<file path="src/rtl/gis_pkg.sv">
package gis_pkg;

  typedef enum logic [2:0] {
    TRIG_RISE = 3'd0,
    TRIG_FALL = 3'd1,
    TRIG_HIGH = 3'd2,
    TRIG_LOW  = 3'd3,
    TRIG_BOTH = 3'd4
  } trig_e;

  localparam int OFS_ACCEPT     = 'h14;
  localparam int OFS_EN_SET     = 'h18;
  localparam int OFS_EN_CLR     = 'h1C;
  localparam int OFS_RAW        = 'h20;
  localparam int OFS_MASKED     = 'h24;
  localparam int OFS_ACK        = 'h28;
  localparam int OFS_TRIG_BASE  = 'h40;

endpackage

</file>
<file path="src/rtl/gis_regs.sv">
module gis_regs
  import gis_pkg::*;
#(
  parameter int NUM_PINS     = 32,
  parameter int DATA_W       = 32,
  parameter int ADDR_W       = 8,
  parameter int CODE_W       = 4,
  parameter int PINS_PER_REG = 8
) (
  input  logic                       clk,
  input  logic                       rst,
  input  logic                       bus_wr,
  input  logic                       bus_rd,
  input  logic [ADDR_W-1:0]          bus_addr,
  input  logic [DATA_W-1:0]          bus_wdata,
  input  logic [NUM_PINS-1:0]        raw_pend,
  output logic [DATA_W-1:0]          bus_rdata,
  output logic [NUM_PINS-1:0]        accept,
  output logic [NUM_PINS-1:0]        enable,
  output logic [NUM_PINS*CODE_W-1:0] trig_flat,
  output logic [NUM_PINS-1:0]        ack_mask
);

  localparam int NUM_TRIG_REGS = NUM_PINS / PINS_PER_REG;
  localparam int REG_BITS      = PINS_PER_REG * CODE_W;

  logic [NUM_PINS-1:0] wdata_pins;
  logic                hit_accept, hit_set, hit_clr, hit_ack;
  logic [DATA_W-1:0]   rd_next;

  assign wdata_pins = bus_wdata[NUM_PINS-1:0];
  assign hit_accept = bus_wr && (bus_addr == ADDR_W'(OFS_ACCEPT));
  assign hit_set    = bus_wr && (bus_addr == ADDR_W'(OFS_EN_SET));
  assign hit_clr    = bus_wr && (bus_addr == ADDR_W'(OFS_EN_CLR));
  assign hit_ack    = bus_wr && (bus_addr == ADDR_W'(OFS_ACK));
  assign ack_mask   = hit_ack ? wdata_pins : '0;

  always_ff @(posedge clk) begin
    if (rst) begin
      accept <= '0;
      enable <= '0;
    end else begin
      if (hit_accept) accept <= wdata_pins;
      if (hit_set)    enable <= enable | wdata_pins;
      else if (hit_clr) enable <= enable & ~wdata_pins;
    end
  end

  // one trigger register per group of pins
  for (genvar r = 0; r < NUM_TRIG_REGS; r++) begin : g_trig
    always_ff @(posedge clk) begin
      if (rst)
        trig_flat[r*REG_BITS +: REG_BITS] <= '0;
      else if (bus_wr && (bus_addr == ADDR_W'(OFS_TRIG_BASE + 4*r)))
        trig_flat[r*REG_BITS +: REG_BITS] <= bus_wdata[REG_BITS-1:0];
    end
  end

  always_comb begin
    rd_next = '0;
    if (bus_addr == ADDR_W'(OFS_ACCEPT)) rd_next = DATA_W'(accept);
    if (bus_addr == ADDR_W'(OFS_EN_SET)) rd_next = DATA_W'(enable);
    if (bus_addr == ADDR_W'(OFS_EN_CLR)) rd_next = DATA_W'(enable);
    if (bus_addr == ADDR_W'(OFS_RAW))    rd_next = DATA_W'(raw_pend);
    if (bus_addr == ADDR_W'(OFS_MASKED)) rd_next = DATA_W'(raw_pend & enable);
    for (int r = 0; r < NUM_TRIG_REGS; r++)
      if (bus_addr == ADDR_W'(OFS_TRIG_BASE + 4*r))
        rd_next = DATA_W'(trig_flat[r*REG_BITS +: REG_BITS]);
  end

  always_ff @(posedge clk) begin
    if (rst)         bus_rdata <= '0;
    else if (bus_rd) bus_rdata <= rd_next;
  end

  // a set write leaves every selected enable bit at 1
  a_r2_enable_set: assert property (@(posedge clk) disable iff (rst)
    hit_set |=> ((enable & $past(wdata_pins)) == $past(wdata_pins)));

  // a clear write leaves every selected enable bit at 0
  a_r2_enable_clr: assert property (@(posedge clk) disable iff (rst)
    hit_clr |=> ((enable & $past(wdata_pins)) == '0));

  // the accept register holds what was written
  a_r3_accept_wr: assert property (@(posedge clk) disable iff (rst)
    hit_accept |=> (accept == $past(wdata_pins)));

endmodule

</file>
<file path="src/rtl/gis_detect.sv">
module gis_detect
  import gis_pkg::*;
#(
  parameter int NUM_PINS = 32,
  parameter int CODE_W   = 4
) (
  input  logic                       clk,
  input  logic                       rst,
  input  logic [NUM_PINS-1:0]        pins_in,
  input  logic [NUM_PINS*CODE_W-1:0] trig_flat,
  input  logic [NUM_PINS-1:0]        accept,
  output logic [NUM_PINS-1:0]        event_vec
);

  logic [NUM_PINS-1:0] prev_q;

  always_ff @(posedge clk) begin
    if (rst) prev_q <= '0;
    else     prev_q <= pins_in;
  end

  for (genvar n = 0; n < NUM_PINS; n++) begin : g_pin
    logic [2:0] mode;
    logic       hit;
    assign mode = trig_flat[n*CODE_W +: 3];
    always_comb begin
      case (mode)
        TRIG_RISE: hit =  pins_in[n] & ~prev_q[n];
        TRIG_FALL: hit = ~pins_in[n] &  prev_q[n];
        TRIG_HIGH: hit =  pins_in[n];
        TRIG_LOW:  hit = ~pins_in[n];
        TRIG_BOTH: hit =  pins_in[n] ^  prev_q[n];
        default:   hit = 1'b0;
      endcase
    end
    assign event_vec[n] = hit & accept[n];
  end

  // the stored copy tracks the input one cycle late
  a_r5_prev_tracks: assert property (@(posedge clk) disable iff (rst)
    1'b1 |=> (prev_q == $past(pins_in)));

endmodule

</file>
<file path="src/rtl/gis_status.sv">
module gis_status #(
  parameter int NUM_PINS = 32
) (
  input  logic                clk,
  input  logic                rst,
  input  logic [NUM_PINS-1:0] event_vec,
  input  logic [NUM_PINS-1:0] ack_mask,
  input  logic [NUM_PINS-1:0] enable,
  output logic [NUM_PINS-1:0] raw_pend,
  output logic                irq_lo,
  output logic                irq_hi
);

  localparam int HALF = NUM_PINS / 2;

  logic [NUM_PINS-1:0] masked;
  assign masked = raw_pend & enable;

  always_ff @(posedge clk) begin
    if (rst) begin
      raw_pend <= '0;
      irq_lo   <= 1'b0;
      irq_hi   <= 1'b0;
    end else begin
      raw_pend <= (raw_pend & ~ack_mask) | event_vec;
      irq_lo   <= |masked[HALF-1:0];
      irq_hi   <= |masked[NUM_PINS-1:HALF];
    end
  end

  // acknowledged bits with no new event are cleared
  a_r8_ack_clears: assert property (@(posedge clk) disable iff (rst)
    (|ack_mask) |=> ((raw_pend & $past(ack_mask & ~event_vec)) == '0));

  // an event always leaves its bit pending, acknowledge or not
  a_r8_event_wins: assert property (@(posedge clk) disable iff (rst)
    (|event_vec) |=> ((raw_pend & $past(event_vec)) == $past(event_vec)));

  // low line follows the masked low half one cycle later
  a_r10_irq_lo: assert property (@(posedge clk) disable iff (rst)
    1'b1 |=> (irq_lo == $past(|(raw_pend[HALF-1:0] & enable[HALF-1:0]))));

  // high line follows the masked high half one cycle later
  a_r10_irq_hi: assert property (@(posedge clk) disable iff (rst)
    1'b1 |=> (irq_hi == $past(|(raw_pend[NUM_PINS-1:HALF] & enable[NUM_PINS-1:HALF]))));

endmodule

</file>
<file path="src/rtl/gpio_irq_sense.sv">
module gpio_irq_sense #(
  parameter int NUM_PINS     = 32,
  parameter int DATA_W       = 32,
  parameter int ADDR_W       = 8,
  parameter int CODE_W       = 4,
  parameter int PINS_PER_REG = 8
) (
  input  logic                clk,
  input  logic                rst,
  input  logic                bus_wr,
  input  logic                bus_rd,
  input  logic [ADDR_W-1:0]   bus_addr,
  input  logic [DATA_W-1:0]   bus_wdata,
  output logic [DATA_W-1:0]   bus_rdata,
  input  logic [NUM_PINS-1:0] pins_in,
  output logic                irq_lo,
  output logic                irq_hi
);

  logic [NUM_PINS-1:0]        accept, enable, ack_mask, event_vec, raw_pend;
  logic [NUM_PINS*CODE_W-1:0] trig_flat;

  gis_regs #(
    .NUM_PINS(NUM_PINS), .DATA_W(DATA_W), .ADDR_W(ADDR_W),
    .CODE_W(CODE_W), .PINS_PER_REG(PINS_PER_REG)
  ) u_regs (
    .clk(clk), .rst(rst), .bus_wr(bus_wr), .bus_rd(bus_rd),
    .bus_addr(bus_addr), .bus_wdata(bus_wdata), .raw_pend(raw_pend),
    .bus_rdata(bus_rdata), .accept(accept), .enable(enable),
    .trig_flat(trig_flat), .ack_mask(ack_mask)
  );

  gis_detect #(.NUM_PINS(NUM_PINS), .CODE_W(CODE_W)) u_detect (
    .clk(clk), .rst(rst), .pins_in(pins_in), .trig_flat(trig_flat),
    .accept(accept), .event_vec(event_vec)
  );

  gis_status #(.NUM_PINS(NUM_PINS)) u_status (
    .clk(clk), .rst(rst), .event_vec(event_vec), .ack_mask(ack_mask),
    .enable(enable), .raw_pend(raw_pend), .irq_lo(irq_lo), .irq_hi(irq_hi)
  );

  // a pending bit can only rise where the accept bit was set
  a_r3_gate_blocks: assert property (@(posedge clk) disable iff (rst)
    1'b1 |=> ((raw_pend & ~$past(raw_pend) & ~$past(accept)) == '0));

endmodule

</file>
<file path="config.mk">
export PLATFORM = sky130hd
export DESIGN_NAME = gpio_irq_sense
export DESIGN_NICKNAME = d
export VERILOG_FILES = /design/src/rtl/gis_pkg.sv /design/src/rtl/gis_regs.sv /design/src/rtl/gis_detect.sv /design/src/rtl/gis_status.sv /design/src/rtl/gpio_irq_sense.sv
export SDC_FILE = /design/constraint.sdc
export NUM_CORES = 1
export LEC_CHECK = 0
export ABC_AREA = 0
export BUFFER_PORTS_ARGS = -buffer_cell sky130_fd_sc_hd__buf_2
export CORE_ASPECT_RATIO = 1.5
export CORE_MARGIN = 2
export CORE_UTILIZATION = 35
export CTS_CLUSTER_DIAMETER = 40
export DETAILED_ROUTE_END_ITERATION = 8
export GPL_TIMING_DRIVEN = 0
export MAX_ROUTING_LAYER = met4
export PLACE_DENSITY = 0.55
export SLEW_MARGIN = 20
export SYNTH_ARGS = -nofsm -noshare
export SYNTH_HDL_FRONTEND = slang
export SYNTH_SLANG_ARGS = --single-unit
</file>
<file path="constraint.sdc">
create_clock -name clk -period 2.4 [get_ports clk]
set_input_delay 0.48 -clock clk [delete_from_list [all_inputs] [get_ports clk]]
set_output_delay 0.48 -clock clk [all_outputs]
set_load 0.02 [all_outputs]
</file>
After elaboration in Yosys (flattened, before gate mapping)
Cells that the tools add are included.
{ "totals": {"ff_bits": 290, "out_inout_bits": 34} }
{ "classes": {"n_eq_ne": 138, "muxes": 44, "bitwise_logic": 199, "reduce_logical": 43} }
{ "op_table": {"columns": ["operator", "count"], "rows": [
  ["two-way mux 32 bit", 12],
  ["equality test 3 x 2 -> 1 bit, second input constant", 64],
  ["one-hot mux 1 bit (5 select lines)", 32],
  ["AND 1 bit", 96],
  ["AND 32 bit", 3],
  ["equality test 3 x 1 -> 1 bit, second input constant", 32],
  ["equality test 3 bit, second input constant", 32],
  ["logical NOT 3 bit", 32],
  ["inverter 1 bit", 64],
  ["inverter 32 bit", 2],
  ["OR 32 bit", 2],
  ["equality test 8 x 7 -> 1 bit, second input constant", 4],
  ["OR reduction 16 bit", 2],
  ["bitwise XOR 1 bit", 32],
  ["equality test 8 x 5 -> 1 bit, second input constant", 3],
  ["equality test 8 x 6 -> 1 bit, second input constant", 3],
  ["logical AND 1 bit", 8],
  ["nonzero test 2 bit", 1]
]} }

Logic depth before layout (Yosys ltp)
Gate-level depths: netlist of run 1.
{ "logic_depth": {"word_depth": 10, "depth_mapped": 8, "ltp_nobuf": 7} }

Modules after synthesis
A second synthesis of run 1 with hierarchy kept.
{ "unflattened": {"cells_unflattened": 2119, "area_unflattened_um2": 15802.7} }
{ "modules_own_cells": {"columns": ["module", "instances", "cells_each", "area_each_um2", "seq_area_each_um2"], "rows": [
  ["gis_regs", 1, 1550, 11068.1, 4484.3],
  ["gis_detect", 1, 415, 3462.1, 640.6],
  ["gis_status", 1, 154, 1272.5, 680.7]
]} }

Worst setup path after synthesis of run 1
Ideal clock, no wire load.
{ "synth_timing": {"path_type": "input port to flip-flop", "start": "input bus_addr[7]", "end": "register u_regs.bus_rdata[29]", "setup_time_ns": 0.134, "arrival_time_ns": 2.093, "required_time_ns": 2.266, "setup_slack_ns": 0.173, "stages": 7, "path_buffers": 2, "path_cell_list": "or4b_1 buf_2 or3_4 buf_6 or3_1 o21ai_0 a211oi_1"} }
{ "synth_between": {"elab_chain_len": 10, "word_cells_on_any_way": 18, "cone_classes": "9 x eq/ne; 9 x mux"} }
{ "synth_rtl": {"columns": ["item", "line_no", "rtl"], "rows": [
  ["start: declaration", "gpio_irq_sense.sv:12", "input logic [ADDR_W-1:0] bus_addr,"],
  ["equality test 8 x 5 -> 1 bit", "gis_regs.sv:61", "if (bus_addr == ADDR_W'(OFS_ACCEPT)) rd_next = DATA_W'(accept);"],
  ["two-way mux 32 bit", "gis_regs.sv:61", null],
  ["two-way mux 32 bit", "gis_regs.sv:62", "if (bus_addr == ADDR_W'(OFS_EN_SET)) rd_next = DATA_W'(enable);"],
  ["two-way mux 32 bit", "gis_regs.sv:63", "if (bus_addr == ADDR_W'(OFS_EN_CLR)) rd_next = DATA_W'(enable);"],
  ["two-way mux 32 bit", "gis_regs.sv:64", "if (bus_addr == ADDR_W'(OFS_RAW)) rd_next = DATA_W'(raw_pend);"],
  ["two-way mux 32 bit", "gis_regs.sv:65", "if (bus_addr == ADDR_W'(OFS_MASKED)) rd_next = DATA_W'(raw_pend & enable);"],
  ["two-way mux 32 bit (3 in a row)", "gis_regs.sv:67", "if (bus_addr == ADDR_W'(OFS_TRIG_BASE + 4*r))"],
  ["two-way mux 32 bit (*)", "gis_regs.sv:67", null],
  ["end signal: assignment", "gis_regs.sv:73", "else if (bus_rd) bus_rdata <= rd_next;"],
  ["end: declaration", "gis_regs.sv:17", "output logic [DATA_W-1:0] bus_rdata,"]
]} }
Mark *: on every way between the ends. The rest lies on a longest branch, timed or not.
A chain may end at the register's enable or synchronous reset.

Worst setup path after layout of run 1
{ "layout_timing": {"start": "input bus_addr[3]", "end": "register u_regs.accept[13]"} }
{ "layout_between": {"elab_chain_len": 2} }
{ "layout_rtl": {"columns": ["item", "line_no", "rtl"], "rows": [
  ["equality test 8 x 5 -> 1 bit", "gis_regs.sv:32", "assign hit_accept = bus_wr && (bus_addr == ADDR_W'(OFS_ACCEPT));"],
  ["logical AND 1 bit", "gis_regs.sv:32", null],
  ["end signal: assignment", "gis_regs.sv:43", "if (hit_accept) accept <= wdata_pins;"],
  ["end: declaration", "gis_regs.sv:18", "output logic [NUM_PINS-1:0] accept,"]
]} }
Every way passes these cells.

==> flow_summary_export.csv, run 1 <==
group,metric,value,unit
clock_tree,cts_root_buffer,"clkbuf_16",
route,vias,15720,
power,fin_total_pwr,11930,µW
critical_path,crit_path_max_incr_delay,520,ps
global_routing,antenna_found_initial,1,
route,viasPerCell,5.873,
power,p_leak,0.006211,µW
route,m1WireLength,27450,µm
timing,tightest_slew,1312,ps
route,wl_met2,34250,µm
critical_path,required,2790,ps
outcome,violations,"setup timing",
yosys,ys_ff_latch,290,
final_layout,fillers,4404,
critical_path,cp_top_family,"simple AND/OR/NAND/NOR gates",
worst_hold_path,hold_class,"input pin to flip-flop",
route,antenna_left,0,
yosys,synth_cell_type_count,52,
placement,globalplace.congestion,1.004,
critical_path,critPathBufInv,3,
final_layout,syn_to_final_growth,17.20,%
clock_tree,cts_tree,"done",
timing,skew,22.21,ps
global_routing,grt_overflow,0,
global_routing,grt_pass1_wl,102800,µm
clock_tree,numCtsBuffers,39,
yosys,synth_top_area_share,38.86,%
floorplan,die_y,257.0,µm
clock_tree,clk_pin_slew,60,ps
yosys,synthFlopType,"dfxtp_1",
yosys,yosys-top-cells-count,"431 x nand2_1, 290 x dfxtp_1, 279 x a21oi_1",
yosys,synth_nets,2103,
route,met3WireLength,4839,µm
clock_tree,cts_hold_buffers,0,
route,drt_iter0_drc,1608,
final_layout,multi_input_area,8159,µm²
route,first_pass_iters,8,
critical_path,slowest_stage,"or4b_1",
timing,setup_viol,11,
global_routing,grt_pass1_vias,14840,
floorplan,dieArea,44380,µm²
critical_path,cp_cell_sequence,"buf_2, or4b_1, buf_2, nor2_2, nand2_2, clkbuf_1, nand2_1, a21oi_1",
clock_tree,clockBufferDepth,3,
timing,fin_ws,-28.32,ps
yosys,syn_area_per_cell,7.610,µm²
timing,slew-limit-headroom,11.33,%
timing,slew_violations,0,
yosys,yosysWarnings,0,
critical_path,critPathLaunchType,"input pin",
critical_path,path_class,"input pin to flip-flop",
final_layout,fin_nets,2223,
floorplan,start_util,35.46,%
floorplan,num_rows,92,
outcome,outcome,"finished, violations left",
yosys,synth-seq-area-share,38.86,%
placement,dp_hpwl,53390,µm
yosys,synthArstFlopShare,0,%
clock_tree,clock-sinks,290,
flow_run,max_cap_viol_count,0,
global_routing,grt_usage,32.45,%
route,wl,71770,µm
timing,hold_viol_final,0,
timing,fin_crit,2428,ps
critical_path,endpoint_kind,"flip-flop",
placement,port_buffers,75,
yosys,synthesis.area,14940,µm²
power,p_per_area,681.4,nW/µm²
route,top_layer_used,"met4",
power,irDropWorstVdd,0.5058,mV
yosys,synth-edff-count,0,
floorplan,boundaryPins,110,
critical_path,cpMostUsedCell,"buf_2",
global_routing,grt_max_degree,14,
route,wl_per_cell,26.81,µm
timing,period_share,101.2,%
yosys,syn_inst,1963,
critical_path,critPathMaxFanout,10,
final_layout,regArea,5806,µm²
floorplan,die_w,172.7,µm
timing,finalSetupTns,-124.8,ps
clock_tree,htree_levels,2,
critical_path,cp.arrival,2820,ps
yosys,synth_area_leader_cell,"dfxtp_1",
floorplan,core_area,42130,µm²
yosys,synth.most_common_cell,"nand2_1",
clock_tree,insertion_delay,550,ps
final_layout,drive_gt1_share,11.84,%
timing,fmax,0.4118,GHz
yosys,yosys-top-cells-area,"dfxtp_1 39%, nand2_1 11%, a21oi_1 9.3%",
route,drc,0,
repair_timing:
item                                    4_1_cts  5_1_grt
endpoints found under the setup margin      184      131
setup buffers                                 0        3
pin swaps                                     0        2
resized for setup                            19       37
logic make-up (layout without fill, tap and decap cells):
| family | after synthesis | count (layout) | synth area share, % |
|---|---|---|---|
| compound gates | 708 | 708 | 28.77 |
| other cells | 0 | 1 | 0 |
| mux | 2 | 2 | 0.1340 |
| xor+xnor | 1 | 1 | 0.05864 |
| fa+ha+maj | 64 | 64 | 5.361 |
| simple gates | 659 | 659 | 19.86 |
| buf+inv | 239 | 388 | 6.952 |
| flops | 290 | 290 | 38.86 |
through the flow:
step           hold WS [ps]  util, %  instance area, µm²  std cells  setup slack [ps]
2_1_floorplan         428.7        -               14940       1963             173.1
3_3_place_gp          437.4    38.02               16020       2602             -1726
3_5_place_dp          443.0    38.08               16040       2603            -945.8
4_1_cts               198.2    41.39               17440       2673             2.349
5_1_grt               226.7    41.55               17510       2677            -7.842
6_report              212.2    41.55               17510       2677            -28.32
cells in the final DEF (no fill, tap or decap), types with 4 or more instances in the layout:
master      instances
clkbuf_2           23
or3_1              13
clkinv_4            4
a221oi_1           38
clkinvlp_4          4
o21ai_0           130
a22o_1             11
clkbuf_8            5
nor4b_1            32
buf_2             117
o32ai_1             7
clkbuf_16          41
buf_4              17
and3_1              8
a21oi_1           279
a311oi_1           32
nand2_1           430
nor2b_1            34
dfxtp_1           290
bufinv_16           4
and2_1             24
a21o_1             23
buf_6               6
a22oi_1             4
inv_1              66
o21ai_1            10
o31ai_1            10
o22ai_1            28
a31o_2              5
a211oi_1           80
a31oi_1            46
clkbuf_1           88
clkinv_2            4
ha_1               64
nor2_1             90
buf_1               4
per-layer routing:
metal  track usage (%)  vias to the layer above
met5                 -                        -
met4             20.65                        0
met2             53.57                      779
li1                  -                     7210
met3             4.639                      225
met1             36.95                     7508
worst register-to-register path, cell delays in order, from the launching register on:
cell and delay [ps]:
dfxtp_1 310, ha_1 270, nor4b_1 1050, o21ai_0 370, a21oi_1 200
cell type report:
class,instances,share of cell area [%]
Buffer,173,4.774
Inverter,66,1.415
Sequential cell,290,33.16
Antenna cell,1,0.01429
Timing Repair Buffer,79,2.316
Clock inverter,19,1.322
Clock buffer,51,6.361
Tap cell,564,4.031
Multi-Input combinational cell,1434,46.61
where the power goes:
group	internal (µW)	total [µW]	switching [µW]
clock	3730	6130	2400
combinational	248	914	666
sequential	4860	4880	29.1
final timing paths:
| kind | from | end | slack [ps] | cells after the start |
|---|---|---|---|---|
| max | bus_addr[3] | u_regs.accept[13] | -30 | 8 |
| min | pins_in[1] | u_detect.prev_q[1] | 210 | 3 |
| max reg2reg | u_detect.prev_q[27] | u_status.raw_pend[27] | 120 | 4 |
| min reg2reg | u_regs.trig_flat[23] | u_regs.trig_flat[23] | 450 | 2 |
Power figures use the tool's default switching activity.
==> run 2, diff against run 1 <==
Settings changed: HOLD_SLACK_MARGIN set to 0.03, SETUP_SLACK_MARGIN set to 0.3, TNS_END_PERCENT set to 5.
==> run 2 against run 1 <==
Effect of this change: the run now ends clean; power about the same; sequential cell count unchanged; count of clock-buffer cells in the layout down 1; sequential power about the same; cell count up 0.19%.
==> flow_summary_export.csv, run 2 (same netlist as run 1, synthesis figures left out) <==
group,metric,value,unit
timing,fin_ws,39.50,ps
route,first_pass_iters,5,
placement,dp_hpwl,53520,µm
floorplan,die_w,172.7,µm
critical_path,r2r_end,"u_status.raw_pend[14]",
power,irDropWorstVdd,0.3923,mV
power,fin_total_pwr,11940,µW
timing,hold_viol_final,0,
floorplan,core_area,42130,µm²
global_routing,grt_pass1_vias,14890,
timing,slew-limit-headroom,28.59,%
placement,dpl.cell_count,2603,
critical_path,r2r_slack,360,ps
critical_path,cpMostUsedCell,"clkbuf_1",
timing,fmax,0.4236,GHz
clock_tree,numCtsBuffers,40,
timing,finalSetupTns,0,ps
timing,setup_viol,0,
final_layout,syn_to_final_growth,18.04,%
final_layout,fin_nets,2229,
clock_tree,cts_root_buffer,"clkbuf_16",
route,drt_iter0_drc,1569,
final_layout,diodes,0,
clock_tree,insertion_delay,550,ps
critical_path,required,2790,ps
critical_path,worst-r2r-cell-count,7,
power,p_clk_share,51.3,%
power,p_per_area,677.1,nW/µm²
critical_path,endpoint_kind,"flip-flop",
final_layout,utilization,41.85,%
global_routing,grt_max_degree,14,
clock_tree,cts_tree,"done",
flow_run,max_cap_viol_count,0,
power,power.switching,3133,µW
final_layout,final_common_cell,"nand2_1",
route,vias,15700,
clock_tree,cts_hold_buffers,0,
route,drc,0,
critical_path,cp_cell_sequence,"buf_2, clkdlybuf4s15_1, clkbuf_1, clkbuf_1, a21oi_1",
floorplan,num_rows,92,
critical_path,critPathBufInv,4,
power,power_frac_seq,40.9,%
timing,tightest_slew,1071,ps
power,pwr-share-comb,7.8,%
placement,globalplace.congestion,1.042,
final_layout,fin_cells,2682,
critical_path,crit_end,"u_regs.trig_flat[21]",
clock_tree,htree_levels,2,
critical_path,cp.arrival,2750,ps
timing,period_share,98.35,%
critical_path,path_class,"input pin to flip-flop",
route,viasPerCell,5.855,
route,antenna_left,0,
power,switching_share,26.24,%
worst_hold_path,hold_class,"input pin to flip-flop",
clock_tree,clockBufferDepth,3,
global_routing,grt_overflow,0,
worst_hold_path,worstHoldStart,"pins_in[1]",
critical_path,slowest_stage,"clkbuf_1",
critical_path,critPathLaunchType,"input pin",
clock_tree,clk_pin_slew,60,ps
critical_path,cp_top_family,"buffers and inverters",
critical_path,worstSetupPathDepth,5,
floorplan,die_y,257.0,µm
timing,slew_violations,0,
power,internal-power,8806,µW
global_routing,antenna_found_initial,0,
timing,skew,20.34,ps
placement,port_buffers,75,
global_routing,grt_usage,32.29,%
timing,fin_crit,2360,ps
outcome,outcome,"finished clean",
critical_path,critPathMaxFanout,10,
floorplan,boundaryPins,110,
critical_path,startpoint,"rst",
placement,dpl_worst_slack,-964.9,ps
critical_path,worstReg2RegStart,"u_detect.prev_q[14]",
route,wl_per_cell,26.66,µm
route,wl,71500,µm
timing,grt_setup_unrepaired,"yes",
clock_tree,clock-sinks,290,
final_layout,drive_gt1_share,12.94,%
critical_path,crit_path_max_incr_delay,700,ps
floorplan,start_util,35.46,%
final_layout,final_cell_mix,"430 x nand2_1, 290 x dfxtp_1, 279 x a21oi_1",
global_routing,grt_pass1_wl,102400,µm
power,p_leak,0.006294,µW
floorplan,dieArea,44380,µm²
-- run 2: cell types whose count changed in the layout (fill, tap and decap cells not counted), sizes merged --
cell / previous run / this run
buf: 144 / 148
clkinv: 8 / 11
clkinvlp: 4 / 2
clkbuf: 158 / 157
clkdlybuf4s15: 1 / 2
diode: 1 / 0
inv: 69 / 70
-- run 2: routing by layer --
metal	routed length [µm]	GRT usage, %
met2	34230	54.29
met4	5073	19.33
met1	27090	36.23
met5	0	-
met3	5101	4.950
-- run 2: power by group through the flow --
stage | logic, µW | clock network (µW) | registers, µW
floorplan | 469 | 0 | 4990
global placement | 869 | 0 | 4990
detailed placement | 883 | 0 | 4990
CTS | 900 | 6150 | 4880
global route | 990 | 6350 | 4890
finish | 927 | 6130 | 4890
-- run 2: area by class of cell --
| class | instances | area, µm² |
|---|---|---|
| plain buffers | 173 | 875.8 |
| clock buffers | 50 | 1091 |
| clock inverters | 21 | 252.7 |
| fillers | 4422 | 24500 |
| inverters | 66 | 247.7 |
| multi-input cells | 1434 | 8212 |
| flip-flops and latches | 290 | 5806 |
| well taps | 564 | 705.7 |
| repair buffers | 84 | 442.9 |
-- run 2: how the worst min path moves through the flow --
stage	endpoint	slack [ps]	cells past startpoint
2_1_floorplan	u_regs.trig_flat[15]	430	2
3_3_place_gp	u_regs.trig_flat[15]	440	2
3_5_place_dp	u_regs.trig_flat[15]	440	2
4_1_cts	u_detect.prev_q[1]	200	3
5_1_grt	u_detect.prev_q[17]	210	3
6_report	u_detect.prev_q[1]	200	3
-- run 2: timing repair --
action / in CTS / in global routing
gates resized for setup: 40 / 45
setup endpoints to repair: 249 / 235
pin swaps: 2 / 3
hold endpoints to repair: 0 / 0
buffers inserted: 4 / 4
-- run 2: stage by stage --
step                area [µm²]  hold WS (ps)
finish                   17630         203.6
global route             17630         209.2
CTS                      17520         197.6
detailed placement       16040         441.2
global placement         16030         436.0
floorplan                14950         428.7
-- run 2: worst min-delay path, stage by stage --
cell and delay [ps]:
buf_2 120, inv_1 70, nor2_1 40
